==> src/rtl/ide_irq_pkg.sv <==
package ide_irq_pkg;
  localparam int NUM_CH   = 2;
  localparam int REG_W    = 8;
  localparam int PEND_LSB = 2;
  localparam int BLK_LSB  = 4;
  localparam int CTL_W    = 2;
  localparam logic [REG_W-1:0] RESET_VALUE =
    REG_W'(((1 << NUM_CH) - 1) << BLK_LSB);
endpackage

==> src/rtl/ide_irq_edge.sv <==
module ide_irq_edge (
  input  logic clk,
  input  logic rst_n,
  input  logic line_i,
  output logic rise_o
);
  logic prev_q;

  always_ff @(posedge clk or negedge rst_n) begin
    if (!rst_n) prev_q <= 1'b0;
    else        prev_q <= line_i;
  end

  assign rise_o = line_i & ~prev_q;
endmodule

==> src/rtl/ide_irq_chan.sv <==
module ide_irq_chan (
  input  logic clk,
  input  logic rst_n,
  input  logic set_i,
  input  logic wr_en_i,
  input  logic clr_i,
  input  logic blk_d_i,
  output logic pend_o,
  output logic blk_o
);
  logic pend_q, pend_d;
  logic blk_q, blk_d;

  // A set in the same cycle as a clear wins, so no edge is lost.
  always_comb begin
    pend_d = pend_q;
    blk_d  = blk_q;
    if (wr_en_i) begin
      if (clr_i) pend_d = 1'b0;
      blk_d = blk_d_i;
    end
    if (set_i) pend_d = 1'b1;
  end

  always_ff @(posedge clk or negedge rst_n) begin
    if (!rst_n) begin
      pend_q <= 1'b0;
      blk_q  <= 1'b1;
    end else begin
      pend_q <= pend_d;
      blk_q  <= blk_d;
    end
  end

  assign pend_o = pend_q;
  assign blk_o  = blk_q;
endmodule

==> src/rtl/ide_irq_status.sv <==
module ide_irq_status
  import ide_irq_pkg::*;
(
  input  logic             clk,
  input  logic             rst_n,
  input  logic [1:0]       drv_irq_i,
  input  logic [1:0]       dma_intr_i,
  input  logic             reg_wr_i,
  input  logic [7:0]       reg_wdata_i,
  output logic [7:0]       reg_rdata_o,
  output logic [1:0]       irq_o,
  output logic [1:0]       irq_test_o,
  output logic [1:0]       ctl_o
);
  logic [NUM_CH-1:0] rise, pend, blk;
  logic [CTL_W-1:0]  ctl_q, ctl_d;
  logic              unused_wr_hi;

  assign unused_wr_hi = ^reg_wdata_i[REG_W-1:BLK_LSB+NUM_CH];

  for (genvar c = 0; c < NUM_CH; c++) begin : g_ch
    ide_irq_edge u_edge (
      .clk    (clk),
      .rst_n  (rst_n),
      .line_i (drv_irq_i[c]),
      .rise_o (rise[c])
    );
    ide_irq_chan u_chan (
      .clk     (clk),
      .rst_n   (rst_n),
      .set_i   (rise[c]),
      .wr_en_i (reg_wr_i),
      .clr_i   (reg_wdata_i[PEND_LSB+c]),
      .blk_d_i (reg_wdata_i[BLK_LSB+c]),
      .pend_o  (pend[c]),
      .blk_o   (blk[c])
    );
  end

  always_comb begin
    ctl_d = ctl_q;
    if (reg_wr_i) ctl_d = reg_wdata_i[CTL_W-1:0];
  end

  always_ff @(posedge clk or negedge rst_n) begin
    if (!rst_n) ctl_q <= '0;
    else        ctl_q <= ctl_d;
  end

  always_comb begin
    reg_rdata_o = '0;
    reg_rdata_o[PEND_LSB +: NUM_CH] = pend;
    reg_rdata_o[BLK_LSB  +: NUM_CH] = blk;
  end

  assign irq_o      = pend & ~blk;
  assign irq_test_o = pend & dma_intr_i;
  assign ctl_o      = ctl_q;
endmodule

==> config.mk <==
export PLATFORM = sky130hd
export DESIGN_NAME = ide_irq_status
export DESIGN_NICKNAME = d
export VERILOG_FILES = /design/src/rtl/ide_irq_pkg.sv /design/src/rtl/ide_irq_edge.sv /design/src/rtl/ide_irq_chan.sv /design/src/rtl/ide_irq_status.sv
export SDC_FILE = /design/constraint.sdc
export NUM_CORES = 1
export LEC_CHECK = 0
export BUFFER_PORTS_ARGS = -buffer_cell sky130_fd_sc_hd__buf_4
export CORE_AREA = 2 2 39 41
export CTS_CLUSTER_DIAMETER = 60
export CTS_CLUSTER_SIZE = 40
export DETAILED_ROUTE_END_ITERATION = 16
export DIE_AREA = 0 0 41 43
export SLEW_MARGIN = 10
export SYNTH_ARGS = -nofsm -noshare
export SYNTH_HDL_FRONTEND = slang
export SYNTH_SLANG_ARGS = --single-unit
==> constraint.sdc <==
create_clock -name clk -period 1 [get_ports clk]
set_clock_uncertainty 0.2 [all_clocks]
set_input_delay 0.15 -clock clk [delete_from_list [all_inputs] [get_ports clk]]
set_output_delay 0.15 -clock clk [all_outputs]
set_load 0.01 [all_outputs]
==> metrics <==
status=finished with violations; failing checks=negative hold slack, negative setup slack; internal power=667.5 µW; share of cells above drive strength 1=0.5789; placed cell count=64; chip height=43 µm; CP max stage delay=0.54 ns; clk sinks=8; Setup-failing EPs final=12; fin worst setup slack=-0.3195 ns; sequential area share after synthesis=0.5492; WL met3=56 µm; Pwr per Cell Area=1416 mW/mm²; wire per inst=10.58 µm; max_cap viols=0; Syn-to-layout area delta=67.80%; Avg Cell Area, Syn=11.91 µm²; Clk pin slew, worst setup/hold paths=0.05 ns; Met1 Wirelength=266 µm; worst path cell trace=nor2b_1 -> buf_4; core area=0.001384 mm²; family with the most delay on the worst path=flip-flops; total negative setup slack=-2.406 ns; Met2 Wirelength=449 µm; non-filler instance count after layout=73; Detailed Routing Iterations Pass 1=3; 1st-iter DRT viols=1; FF+latch count, synth=8; Comb pwr share=0.265; Initial Util=0.2667; maximum clock frequency=757.8 MHz; nets=73; data arrival time of the critical path=0.97 ns; GPL Wtd Cong=0.5571; Clk pwr share=0.295; worst skew pair latency=0.25 ns; vias=284; Worst Path Buf+Inv=1; gr usage total=0.1085; RSZ-0062 raised after global routing=yes; min cycle time layout=1.320 ns; number of warning messages in the yosys log=0; vias in the first global route=307; Via density=3.890; Highest Signal Layer=met3; Ports=29; GRT overflow=0; CP Capture Type=primary output; fin crit share=1.320; Mapped Cells=31; Max VDD drop=978.9 µV; clock buffer depth=2; CP max-delay cell=dfstp_2; CTS tree=built; switching pwr=209.6 µW; Fin Hold WS=-0.07842 ns; final antenna diode count=0; Final ANT Viol Nets=0; largest net degree at the start of global routing=9; Mapped Area=369.1 µm²; Die X=41 µm; LEAKAGE=0.3188 nW; max-slew violations=0; total power=877.1 µW; # H-tree levels=1; CTS root buffer=clkbuf_4; Worst EP required=0.65 ns; Final Hold Viols=4; count of input and output buffers=22; HP Class=primary input to flip-flop; first-pass GRT wire length=1.193 mm; worst-path fanout max=3; Startpoint Class=flip-flop; sw frac=0.2390; WL final=772 µm; die area=0.001763 mm²; DRC Markers=0; antenna violations before repair=0; FP Rows=14; CTS buffer count=3; worst setup path class=flip-flop to primary output; Flop pwr share=0.441; Yosys cell types=10
## kinds of logic (layout without fill, tap and decap cells)
group                  count (synthesis)  after routing  share of synthesized area
AO/OA/AOI/OAI                          2              2                    0.04747
multiplexers                           4              4                     0.1220
buffers and inverters                 10             33                     0.1831
other                                  1              4                    0.01016
AND/OR/NAND/NOR                        6              6                    0.08813
flip-flops                             8              8                     0.5491
## state kept, by name, summed over array words and instances (netlist names)
| signal | cells |
|---|---|
| ctl_o | 2 |
| g_ch.u_chan.blk_o | 2 |
| g_ch.u_chan.pend_o | 2 |
| g_ch.u_edge.prev_q | 2 |
## cell type report
type	count	area, µm²
fill	143	764.5
timing repair buffer	27	240.2
sequential	8	202.7
multi-input combinational	16	122.6
clock buffer	4	26.28
tap	16	20.02
inverter	2	7.507
## cells in the mapped netlist
cell type  count  area (µm²)
conb_1         1       3.750
nor2b_1        2       12.51
dfstp_2        2       52.55
and2_1         2       12.51
inv_1          2       7.510
a22o_1         2       17.52
dfrtp_1        6       150.1
mux2_1         4       45.04
buf_4          8       60.06
nand2_1        2       7.510
## power by group through the flow
stage / Clock (mW) / Sequential (mW) / Combinational (mW)
finish: 0.258 / 0.386 / 0.232
global route: 0.291 / 0.390 / 0.254
CTS: 0.274 / 0.385 / 0.215
detailed placement: 0 / 0.387 / 0.178
global placement: 0 / 0.384 / 0.174
floorplan: 0 / 0.384 / 0.0973
## through the flow
stage                       util  setup WS, ns  instance area (µm²)
final                     0.4476       -0.3195                619.3
after global routing      0.4476       -0.3614                619.3
after CTS                 0.4322       -0.3381                598.1
after detailed placement  0.3653      -0.06343                505.5
after global placement    0.3653      -0.04442                505.5
after floorplan                -       0.01022                380.4
## per-layer routing
layer / up-vias / GRT usage
li1: 137 / -
met1: 133 / 0.09635
met2: 14 / 0.1875
met3: 0 / 0.06283
met4: 0 / 0.04000
met5: - / 0
## final timing paths
path,from,end,slack (ns),cells after the start
min reg2reg,ctl_o[0],ctl_o[0],0.34,1
min,reg_wdata_i[4],g_ch[0].u_chan.blk_o,-0.08,2
min in group asynchronous,rst_n,g_ch[1].u_chan.pend_o,0.05,2
max in group asynchronous,rst_n,g_ch[1].u_chan.blk_o,0.33,2
max reg2reg,g_ch[1].u_chan.pend_o,g_ch[1].u_chan.pend_o,-0.05,2
max,g_ch[0].u_chan.blk_o,irq_o[0],-0.32,2
## placed cells by master, fill, tap and decap left out
cell type / n
buf_4: 16
and2_4: 2
clkbuf_1: 1
dlygate4sd3_1: 3
buf_6: 8
clkbuf_4: 3
dfstp_2: 2
dfrtp_1: 6
inv_1: 2
mux2_4: 2
a22o_1: 2
conb_1: 4
mux2_1: 2
nor2b_1: 2
nand2_1: 2
## worst register-to-register path: cells and delay by family, from the launching register on
kind	cells	cell delay, ns
DFF	1	0.42
buffers and inverters	1	0.13
AOI/OAI and AO/OA	1	0.18
## timing repair
item | 4_1_cts | 5_1_grt
setup endpoints to repair | 10 | 14
hold buffers | 3 | 2
resized for setup | 8 | 4
pin swaps | 1 | 1
endpoints found under the hold margin | 16 | 8
buffers inserted | 1 | 1
gates cloned | 0 | 0
No activity file was read; power rests on OpenSTA's default activity.
